===== src/rtl/shreg_pkg.sv =====
package shreg_pkg;

    typedef enum logic {
        PS_IDLE,
        PS_ARMED
    } port_state_e;

    localparam int A_COMMIT     = 0;
    localparam int A_SYSCTL     = 1;
    localparam int A_OVLCTL     = 2;
    localparam int A_ROUTE      = 3;
    localparam int A_LAYERSEL   = 4;
    localparam int A_PCTRL_BASE = 16;
    localparam int A_PAUX_BASE  = 32;
    localparam int A_WIN_BASE   = 64;
    localparam int WIN_FIELDS   = 4;

    localparam int CMT_EN_BIT   = 15;
    localparam int CMT_MASK_OFS = 16;
    localparam int IMM_BIT      = 28;

endpackage


===== src/rtl/shadow_word.sv =====
module shadow_word #(
    parameter int          DW  = 32,
    parameter logic [DW-1:0] RST = '0
) (
    input  logic          clk,
    input  logic          rst_n,
    input  logic          stage_we,
    input  logic [DW-1:0] wdata,
    input  logic          load,
    output logic [DW-1:0] stage_q,
    output logic [DW-1:0] act_q
);

    always_ff @(posedge clk) begin
        if (!rst_n) begin
            stage_q <= RST;
            act_q   <= RST;
        end else begin
            if (stage_we) stage_q <= wdata;
            if (load)     act_q   <= stage_q;
        end
    end

    // active copy only moves on a load
    p_hold_r1: assert property (@(posedge clk) disable iff (!rst_n)
        !load |=> $stable(act_q));

    // a load applies the latest staged value
    p_load_last_r9: assert property (@(posedge clk) disable iff (!rst_n)
        load |=> act_q == $past(stage_q));

endmodule


===== src/rtl/port_commit_fsm.sv =====
module port_commit_fsm
    import shreg_pkg::*;
(
    input  logic clk,
    input  logic rst_n,
    input  logic req,
    input  logic vsync,
    output logic pending_o,
    output logic commit_o
);

    port_state_e state_q, state_d;
    logic        vs_q;
    logic        vs_rise;

    assign vs_rise = vsync & ~vs_q;

    always_ff @(posedge clk) begin
        if (!rst_n) begin
            state_q <= PS_IDLE;
            vs_q    <= 1'b0;
        end else begin
            state_q <= state_d;
            vs_q    <= vsync;
        end
    end

    always_comb begin
        state_d = state_q;
        unique case (state_q)
            PS_IDLE:  if (req) state_d = PS_ARMED;
            PS_ARMED: if (req) state_d = PS_ARMED;
                      else if (vs_rise) state_d = PS_IDLE;
            default:  state_d = PS_IDLE;
        endcase
    end

    always_comb begin
        pending_o = 1'b0;
        commit_o  = 1'b0;
        unique case (state_q)
            PS_IDLE:  ;
            PS_ARMED: begin
                pending_o = 1'b1;
                commit_o  = vs_rise;
            end
            default:  ;
        endcase
    end

    // an accepted request always leaves the port pending
    p_arm_r4: assert property (@(posedge clk) disable iff (!rst_n)
        req |=> pending_o);

    // a commit without a new request clears pending
    p_clear_r4: assert property (@(posedge clk) disable iff (!rst_n)
        (commit_o && !req) |=> !pending_o);

    // no commit unless previously armed
    p_no_spurious_r11: assert property (@(posedge clk) disable iff (!rst_n)
        (!pending_o && !req) |=> !commit_o);

endmodule


===== src/rtl/shreg_file.sv =====
module shreg_file
    import shreg_pkg::*;
#(
    parameter int            NPORTS        = 4,
    parameter int            NWIN          = 4,
    parameter int            DW            = 32,
    parameter int            AW            = 8,
    parameter logic [DW-1:0] WIN_STRIDE_RST = 32'h0000_0780,
    parameter logic [DW-1:0] WIN_SIZE_RST   = 32'h0437_077F,
    parameter logic [DW-1:0] LAYER_RST      = 32'h7654_3210
) (
    input  logic                  clk,
    input  logic                  rst_n,
    input  logic                  wr_en,
    input  logic [AW-1:0]         addr,
    input  logic [DW-1:0]         wdata,
    output logic [DW-1:0]         rdata,
    input  logic [NPORTS-1:0]     vsync,
    output logic [NPORTS-1:0]     pending_o,
    output logic [NPORTS*DW-1:0]  port_ctrl_o,
    output logic [DW-1:0]         layer_sel_o,
    output logic [2*NWIN-1:0]     route_o,
    output logic [NWIN*DW-1:0]    win_ctrl_o,
    output logic [NWIN*DW-1:0]    win_base_o,
    output logic [NWIN*DW-1:0]    win_stride_o,
    output logic [NWIN*DW-1:0]    win_size_o
);

    localparam int PSEL_W = 2;
    localparam int RT_W   = PSEL_W * NWIN;

    logic [DW-1:0]     sys_q, ovl_q;
    logic [RT_W-1:0]   route_q;
    logic [DW-1:0]     aux_q [NPORTS];
    logic [NPORTS-1:0] req, commit;
    logic              cmt_wr, imm;
    logic [DW-1:0]     pc_act [NPORTS];
    logic [DW-1:0]     win_act [NWIN][WIN_FIELDS];
    logic [DW-1:0]     ls_act;

    assign cmt_wr = wr_en && (addr == AW'(A_COMMIT)) && wdata[CMT_EN_BIT];
    assign imm    = sys_q[IMM_BIT];

    // plain registers: immediate effect
    always_ff @(posedge clk) begin
        if (!rst_n) begin
            sys_q   <= '0;
            ovl_q   <= '0;
            route_q <= '0;
        end else if (wr_en) begin
            if (addr == AW'(A_SYSCTL)) sys_q   <= wdata;
            if (addr == AW'(A_OVLCTL)) ovl_q   <= wdata;
            if (addr == AW'(A_ROUTE))  route_q <= wdata[RT_W-1:0];
        end
    end

    generate
        for (genvar p = 0; p < NPORTS; p++) begin : g_port
            logic [DW-1:0] pc_stage;
            assign req[p] = cmt_wr && wdata[p] && wdata[p + CMT_MASK_OFS];

            port_commit_fsm u_fsm (
                .clk      (clk),
                .rst_n    (rst_n),
                .req      (req[p]),
                .vsync    (vsync[p]),
                .pending_o(pending_o[p]),
                .commit_o (commit[p])
            );

            shadow_word #(.DW(DW), .RST('0)) u_pc (
                .clk     (clk),
                .rst_n   (rst_n),
                .stage_we(wr_en && (addr == AW'(A_PCTRL_BASE + p))),
                .wdata   (wdata),
                .load    (commit[p] || imm),
                .stage_q (pc_stage),
                .act_q   (pc_act[p])
            );

            always_ff @(posedge clk) begin
                if (!rst_n) aux_q[p] <= '0;
                else if (wr_en && (addr == AW'(A_PAUX_BASE + p))) aux_q[p] <= wdata;
            end

            assign port_ctrl_o[p*DW +: DW] = pc_act[p];
        end

        for (genvar w = 0; w < NWIN; w++) begin : g_win
            logic [PSEL_W-1:0] wport;
            logic              wload;
            assign wport = route_q[w*PSEL_W +: PSEL_W];
            assign wload = commit[wport];

            for (genvar f = 0; f < WIN_FIELDS; f++) begin : g_fld
                localparam logic [DW-1:0] FRST = (f == 2) ? WIN_STRIDE_RST :
                                                 (f == 3) ? WIN_SIZE_RST : '0;
                logic [DW-1:0] stage_unused;
                shadow_word #(.DW(DW), .RST(FRST)) u_w (
                    .clk     (clk),
                    .rst_n   (rst_n),
                    .stage_we(wr_en && (addr == AW'(A_WIN_BASE + w*WIN_FIELDS + f))),
                    .wdata   (wdata),
                    .load    (wload),
                    .stage_q (stage_unused),
                    .act_q   (win_act[w][f])
                );
            end

            assign win_ctrl_o  [w*DW +: DW] = win_act[w][0];
            assign win_base_o  [w*DW +: DW] = win_act[w][1];
            assign win_stride_o[w*DW +: DW] = win_act[w][2];
            assign win_size_o  [w*DW +: DW] = win_act[w][3];
        end
    endgenerate

    logic [DW-1:0] ls_stage;
    shadow_word #(.DW(DW), .RST(LAYER_RST)) u_ls (
        .clk     (clk),
        .rst_n   (rst_n),
        .stage_we(wr_en && (addr == AW'(A_LAYERSEL))),
        .wdata   (wdata),
        .load    (commit[ovl_q[31 -: PSEL_W]]),
        .stage_q (ls_stage),
        .act_q   (ls_act)
    );

    assign layer_sel_o = ls_act;
    assign route_o     = route_q;

    // readback mux: active copies only
    always_comb begin
        rdata = '0;
        if (addr == AW'(A_COMMIT))   rdata = DW'(pending_o);
        if (addr == AW'(A_SYSCTL))   rdata = sys_q;
        if (addr == AW'(A_OVLCTL))   rdata = ovl_q;
        if (addr == AW'(A_ROUTE))    rdata = DW'(route_q);
        if (addr == AW'(A_LAYERSEL)) rdata = ls_act;
        for (int p = 0; p < NPORTS; p++) begin
            if (addr == AW'(A_PCTRL_BASE + p)) rdata = pc_act[p];
            if (addr == AW'(A_PAUX_BASE + p))  rdata = aux_q[p];
        end
        for (int w = 0; w < NWIN; w++)
            for (int f = 0; f < WIN_FIELDS; f++)
                if (addr == AW'(A_WIN_BASE + w*WIN_FIELDS + f)) rdata = win_act[w][f];
    end

    // without any port commit, window actives never move (immediate latch included)
    p_win_quiet_r5: assert property (@(posedge clk) disable iff (!rst_n)
        (commit == '0) |=> $stable({win_ctrl_o, win_base_o, win_stride_o, win_size_o}));

    // a commit write lacking the enable bit arms no new port
    p_reject_r2: assert property (@(posedge clk) disable iff (!rst_n)
        (wr_en && addr == AW'(A_COMMIT) && !wdata[CMT_EN_BIT])
        |=> ((pending_o & ~$past(pending_o)) == '0));

    // layer select moves only on a commit
    p_ls_hold_r7: assert property (@(posedge clk) disable iff (!rst_n)
        (commit == '0) |=> $stable(layer_sel_o));

endmodule


===== config.mk =====
export PLATFORM = sky130hd
export DESIGN_NAME = shreg_file
export DESIGN_NICKNAME = d
export VERILOG_FILES = /design/src/rtl/shreg_pkg.sv /design/src/rtl/shadow_word.sv /design/src/rtl/port_commit_fsm.sv /design/src/rtl/shreg_file.sv
export SDC_FILE = /design/constraint.sdc
export NUM_CORES = 2
export LEC_CHECK = 0
export ABC_AREA = 1
export BUFFER_PORTS_ARGS = -buffer_cell sky130_fd_sc_hd__buf_2
export CAP_MARGIN = 20
export CORE_MARGIN = 2
export CORE_UTILIZATION = 39
export CTS_CLUSTER_DIAMETER = 30
export CTS_CLUSTER_SIZE = 25
export DETAILED_ROUTE_END_ITERATION = 10
export PLACE_DENSITY = 0.66
export SYNTH_ARGS = -nofsm -noshare
export SYNTH_HDL_FRONTEND = slang
export SYNTH_SLANG_ARGS = --single-unit

===== constraint.sdc =====
create_clock -name clk -period 3.6 [get_ports clk]
set_input_delay 0.18 -clock clk [delete_from_list [all_inputs] [get_ports clk]]
set_output_delay 0.18 -clock clk [all_outputs]
set_load 0.1 [all_outputs]

* Word-level counts from Yosys, hierarchy flattened
Memories as Yosys holds them, arrays and structs flattened.
Index checks and enable logic that the tools add are counted.
** Storage, ports and cells
- Input port bits :: 47
- Bits in writable memories :: 128
- Logic and storage cells :: 226
- Output and inout bits :: 716
- Memories kept :: 1
- Bits in latches :: 0
- Bits in registers :: 1424
- Memory bits (read-only) :: 0
** Cells by class
- Div/mod/pow operators :: 0
- Add/sub/neg operators :: 0
- Order comparisons :: 5
- Shift operators :: 0
- Eq/ne operators :: 28
- Reduce and logical (&&, ||, !) cells :: 43
- Multipliers :: 0
- Bitwise operators :: 16
- Multiplexer cells :: 80
** Memories
- aux_q :: words 4, width 32, read ports 4, clocked after Yosys merged registers in 0, wr ports 4, line shreg_file.sv:34 : logic [DW-1:0] aux_q [NPORTS];
** Operator list (count)
- $mux W32 :: 32
- $eq A8 B7 Y1 const B :: 16
- $mux W1 :: 38
- $logic_and A1 B1 Y1 :: 35
- $eq A8 B5 Y1 const B :: 4
- $eq A8 B6 Y1 const B :: 4
- $eq A8 B2 Y1 const B :: 2
- $lt A2 B3 Y1 const B :: 5
- $bmux W1 S2 :: 5
- $eq A8 B1 Y1 const B :: 1
- $eq A8 B3 Y1 const B :: 1
- $logic_not A8 Y1 :: 1
- $not A1 Y1 :: 8
- $pmux W1 S2 :: 4
- $reduce_and A2 Y1 :: 3
- $and A1 B1 Y1 :: 4
- $logic_or A1 B1 Y1 :: 4
- $mux W4 :: 1
- $or A1 B1 Y1 :: 4

* Longest topological paths before layout
- Depth after elaboration :: 30
- Mapped depth :: 23
- Mapped depth without buffers :: 22

* Modules after synthesis
A second synthesis with hierarchy kept.
** Unflattened totals
- Cells, all modules :: 10529
- Area, all modules :: 69656.8 um^2
** By module, submodules not included
- shadow_word (g_port[0].u_pc ...) :: area each 2692.6 um^2, cells each 405, sequential area each 1281.2 um^2, times used 12
- shreg_file :: area each 14361.3 um^2, cells each 2334, sequential area each 5285.1 um^2, times used 1
- shadow_word (g_win[0].g_fld[2].u_w ...) :: area each 2627.5 um^2, cells each 391, sequential area each 1281.2 um^2, times used 4
- shadow_word (g_win[0].g_fld[3].u_w ...) :: area each 2407.3 um^2, cells each 341, sequential area each 1281.2 um^2, times used 4
- shadow_word (u_ls) :: area each 2514.9 um^2, cells each 359, sequential area each 1281.2 um^2, times used 1
- port_commit_fsm :: area each 82.6 um^2, cells each 12, sequential area each 40.0 um^2, times used 4

* Worst setup path after synthesis
OpenSTA, ideal clock, no wires.
- Path type :: input port to flip-flop
- From :: in addr[6]
- To :: mem aux_q[1][0] (enable)
- Library setup time :: 0.466 ns
- Buffers on the path :: 1
- Path slack :: -0.082 ns
- Required time :: 3.134 ns
- Stages on the path :: 6
- Arrival time :: 3.216 ns
- Cell sequence :: nor2_4 -> nand3_2 -> nor2_2 -> inv_1 -> buf_2 -> o21ai_0
** RTL lines
- start, declared :: line shreg_file.sv:15 : input logic [AW-1:0] addr,
- end, declared :: line shreg_file.sv:34

* Final worst setup path
- From :: reg u_ls.act_q[17]
- To :: out rdata[17]
** Between the ends
- Cells in the longest elaborated chain, start to end :: 25
** Ends and longest elaborated chain
- start, declared :: line shadow_word.sv:11 : output logic [DW-1:0] act_q
- start signal, assigned :: line shadow_word.sv:20 : if (load) act_q <= stage_q;
- $mux W32 :: line shreg_file.sv:138 : if (addr == AW'(A_LAYERSEL)) rdata = ls_act;
- $mux W32 :: line shreg_file.sv:140 : if (addr == AW'(A_PCTRL_BASE + p)) rdata = pc_act[p];
- $mux W32 :: line shreg_file.sv:141 : if (addr == AW'(A_PAUX_BASE + p)) rdata = aux_q[p];
- $mux W32 :: line shreg_file.sv:140
- $mux W32 :: line shreg_file.sv:141
- $mux W32 :: line shreg_file.sv:140
- $mux W32 :: line shreg_file.sv:141
- $mux W32 :: line shreg_file.sv:140
- $mux W32 :: line shreg_file.sv:141
- $mux W32 (16 in a row) :: line shreg_file.sv:145 : if (addr == AW'(A_WIN_BASE + w*WIN_FIELDS + f)) rdata = win_act[w][f];
- end, declared :: line shreg_file.sv:17 : output logic [DW-1:0] rdata,
Every way passes these cells.

==> results.toml <==
[outcome]
outcome = "finished with violations"
violations = "setup timing"

[setup_path]
worst-path-buf-inv = 6
arrival_ps = 4020
cp_max_fo = 2
crit_slowest_cell = "dfxtp_4"
crit_path_end_kind = "output port"
cpPeakStageDelay_ps = 370
crit_start = "u_ls.act_q[17]"
critPathMostFrequentCell = "nand4_1"
worstPathCellList = "nand2_4 > nand3_4 > nor2_4 > nand4_1 > nor2_2 > buf_4 > nand4_1 > nor2_1 > nand4_1 > nor2_2 > buf_4 > nand4_1 > nor2_1 > buf_4 > nand4_1 > buf_6 > nor2_4 > nand4_1 > buf_6 > buf_12"
required_ps = 3420
cp_top_family = "simple AND/OR/NAND/NOR gates"
r2r_start = "g_port[3].u_fsm.state_q"
crit_path_start_kind = "flip-flop"
critPathKind = "flip-flop to output port"

[cts]
cts_sinks = 1552
worst_skew_pair.late_latency_ps = 940
cts-root-buf = "clkbuf_16"
cts_buffer_depth = 4
cts_tree = "built"
numCtsBuffers = 324
clk_pin_slew_ps = 50
ctsHtreeMaxLevel = 5

[final_layout]
drive_gt1_frac = 0.2511
fillerInstances = 13800
stdcell_area_sq_um = 80750
nNetsFinal = 8534
post-route-util = 0.5328
multiInputGateArea_sq_um = 23350
register_area_sq_um = 32480
area_growth_syn_to_layout_pct = 35.90
fin_cells = 10780

[power]
combPwrFrac = 0.035
p_leak_nw = 34.24
ir_drop_uv = 462.2
power.switching_mw = 11.58
p_sw_frac = 0.2316
powerDensity_nw_per_um2 = 619.3
power.share.clock = 0.613
p_seq_frac = 0.352
p_int_mw = 38.42

[grt]
grt_usage = 0.3685
grt_max_degree = 214
grt_pass1_vias = 55060
grt_antenna_before_repair = 38
grt_pass1_wl_microns = 411000
gr-total-overflow = 0

[logic_synthesis]
ys_warn_count = 0
synth_cell_types = 31
synthesis.area_sq_um = 59420
syn_avg_cell_area_sq_um = 7.855
ys_seq_area_frac = 0.5445
ys_top_cells_by_area = "dfxtp_1 48%, o21ai_0 10%, a21oi_1 10%"
yosysTopAreaCellShare = 0.4798
syn_nets = 7611
synthCells = 7564
ys_seq_elements = 1552
synth_largest_area_cell = "dfxtp_1"

[floorplanning]
rows = 143
die_h_microns = 394.3
core_sq_um = 151500
fp.dieW_microns = 394.3
start_util = 0.3921
die_area_sq_um = 155500
io_pins = 763

[placement]
dp.cells = 10130
io_buffers = 762
placed_cell_area_sq_um = 67230
place_congestion = 1.017
hpwl_microns = 207000

[route]
ant_nets = 0
wl_per_cell_microns = 27.86
drt_drc_violations_left = 0
dr_total_vias = 60850
firstDrtPassIters = 7
drt_first_iter_violations = 9359
wl_microns = 300200
vias_per_cell = 5.646

[sta]
tns_ps = -10230
clock-skew-final_ps = 78.37
fmax_mhz = 238.2
timing.final.ws_setup_ps = -598.4
drv_slew = 0
rsz0062_at_grt = "yes"
min_period_ps = 4198
worst_slew_pin_slew_ps = 1164
timing_hold_violations_final = 0
max_slew_margin = 0.2168
holdWs_ps = 69.76
setup-violations-final = 31
fin_crit_sh = 1.166

[min_path]
hp-start = "wdata[10]"
hold_path_class = "primary input to flip-flop"

[flow_run]
drv_cap = 0
-- layer usage --
layer	vias to the layer above	routed length, microns	GRT usage
met1	28910	114100	0.4725
met4	14	23730	0.2526
met3	872	37730	0.1092
met5	-	104	0
li1	26970	-	-
met2	4078	124500	0.5316
-- registers in the layout, indices dropped and copies added (netlist names) --
register	count
u_ls.stage_q	32
g_port.u_fsm.state_q	4
g_win.g_fld.u_w.stage_q	512
u_ls.act_q	32
g_port.u_fsm.vs_q	4
g_port.u_pc.stage_q	128
g_win.g_fld.u_w.act_q	512
route_o	8
aux_q	128
g_port.u_pc.act_q	128
sys_q	32
ovl_q	32
-- area by class of cell --
cell class / count / area share
diodes: 24 / 0.0007438
clock buffers: 374 / 0.1083
clock inverters: 188 / 0.02960
inverters: 773 / 0.03629
multi-input cells: 4641 / 0.2892
flip-flops and latches: 1552 / 0.4023
well taps: 2030 / 0.03146
repair buffers: 1195 / 0.1021
-- worst reg2reg max path, delay by kind of cell, from the launching register on --
family,cells,cell delay (ps)
AO/OA/AOI/OAI,2,300
flip-flops,1,410
buffers and inverters,2,970
AND/OR/NAND/NOR,4,1000
-- repair_timing --
item	in CTS	in global routing
pin swaps	286	265
hold buffers	40	0
cloned	0	0
gates resized for setup	434	93
buffers inserted	14	11
hold endpoints to repair	367	0
endpoints found under the setup margin	32	32
-- final timing paths --
path | end | slack [ps] | cells past startpoint
setup / recovery | rdata[17] | -600 | 20
hold / removal | g_win[3].g_fld[1].u_w.stage_q[10] | 70 | 3
setup reg to reg | g_win[0].g_fld[1].u_w.act_q[23] | 860 | 8
hold reg to reg | g_win[1].g_fld[1].u_w.act_q[11] | 380 | 2
-- cell families (layout without fill, tap and decap cells) --
| logic type | count (synthesis) | in the layout | share of synthesized area |
|---|---|---|---|
| and+or+nand+nor | 2110 | 2110 | 0.1490 |
| other | 0 | 24 | 0 |
| buffers and inverters | 1371 | 2530 | 0.08783 |
| AOI/OAI and AO/OA | 2531 | 2531 | 0.2186 |
| DFF | 1552 | 1552 | 0.5445 |
-- synth_stat cells (all sizes together) --
cell and instances:
nand3b 1, and2 1, nand3 181, edfxtp 128, a21oi 1189, a211oi 29, clkinv 7, nand2 1114
buf 61, o21ai 1212, or2 73, dfxtp 1424, nor4 1, nor3 5, inv 766, nand4 155
clkbuf 537, nor2 579, o22ai 1, o211ai 100
-- through the flow --
stage	total power [mW]	setup WS, ps
floorplan	18.67	-65.89
global placement	19.53	-756.1
detailed placement	19.55	-771.1
CTS	49.90	-749.1
global route	50.88	-725.5
finish	50.00	-598.4
-- layout by cell type, fill, tap and decap left out, types with 6 or more instances in the layout --
master / synthesis / routed
nand2_1: 1108 / 987
inv_6: 0 / 38
clkbuf_1: 537 / 15
nand4_1: 155 / 155
o211ai_1: 100 / 100
bufinv_16: 0 / 44
nor2_1: 562 / 464
o21ai_0: 1212 / 1204
or2_2: 61 / 61
buf_6: 3 / 28
nand2_4: 2 / 36
clkinv_4: 0 / 16
clkinvlp_4: 0 / 51
buf_12: 0 / 64
buf_2: 28 / 729
edfxtp_1: 128 / 128
nand2_2: 4 / 91
a211oi_1: 29 / 29
diode_2: 0 / 24
clkinv_2: 0 / 34
inv_2: 15 / 31
a21oi_1: 1189 / 1180
nor2_2: 10 / 73
dfxtp_1: 1424 / 1360
or2_0: 12 / 12
clkinv_1: 7 / 15
nand3_4: 0 / 27
a21oi_2: 0 / 7
nand3_2: 2 / 40
dfxtp_2: 0 / 44
o21ai_2: 0 / 6
nor2_4: 7 / 42
dlygate4sd3_1: 0 / 40
clkbuf_8: 0 / 26
dfxtp_4: 0 / 20
nand3_1: 179 / 114
clkbuf_16: 0 / 333
buf_4: 4 / 327
inv_1: 751 / 723
-- power by group through the flow --
| stage | combinational (mW) | sequential (mW) | clock (mW) |
|---|---|---|---|
| after floorplan | 0.588 | 18.1 | 0 |
| after global placement | 1.59 | 17.9 | 0 |
| after detailed placement | 1.60 | 17.9 | 0 |
| after CTS | 1.68 | 17.6 | 30.6 |
| after global routing | 1.76 | 17.6 | 31.5 |
| final | 1.75 | 17.6 | 30.7 |
No activity file was read; power rests on OpenSTA's default activity.
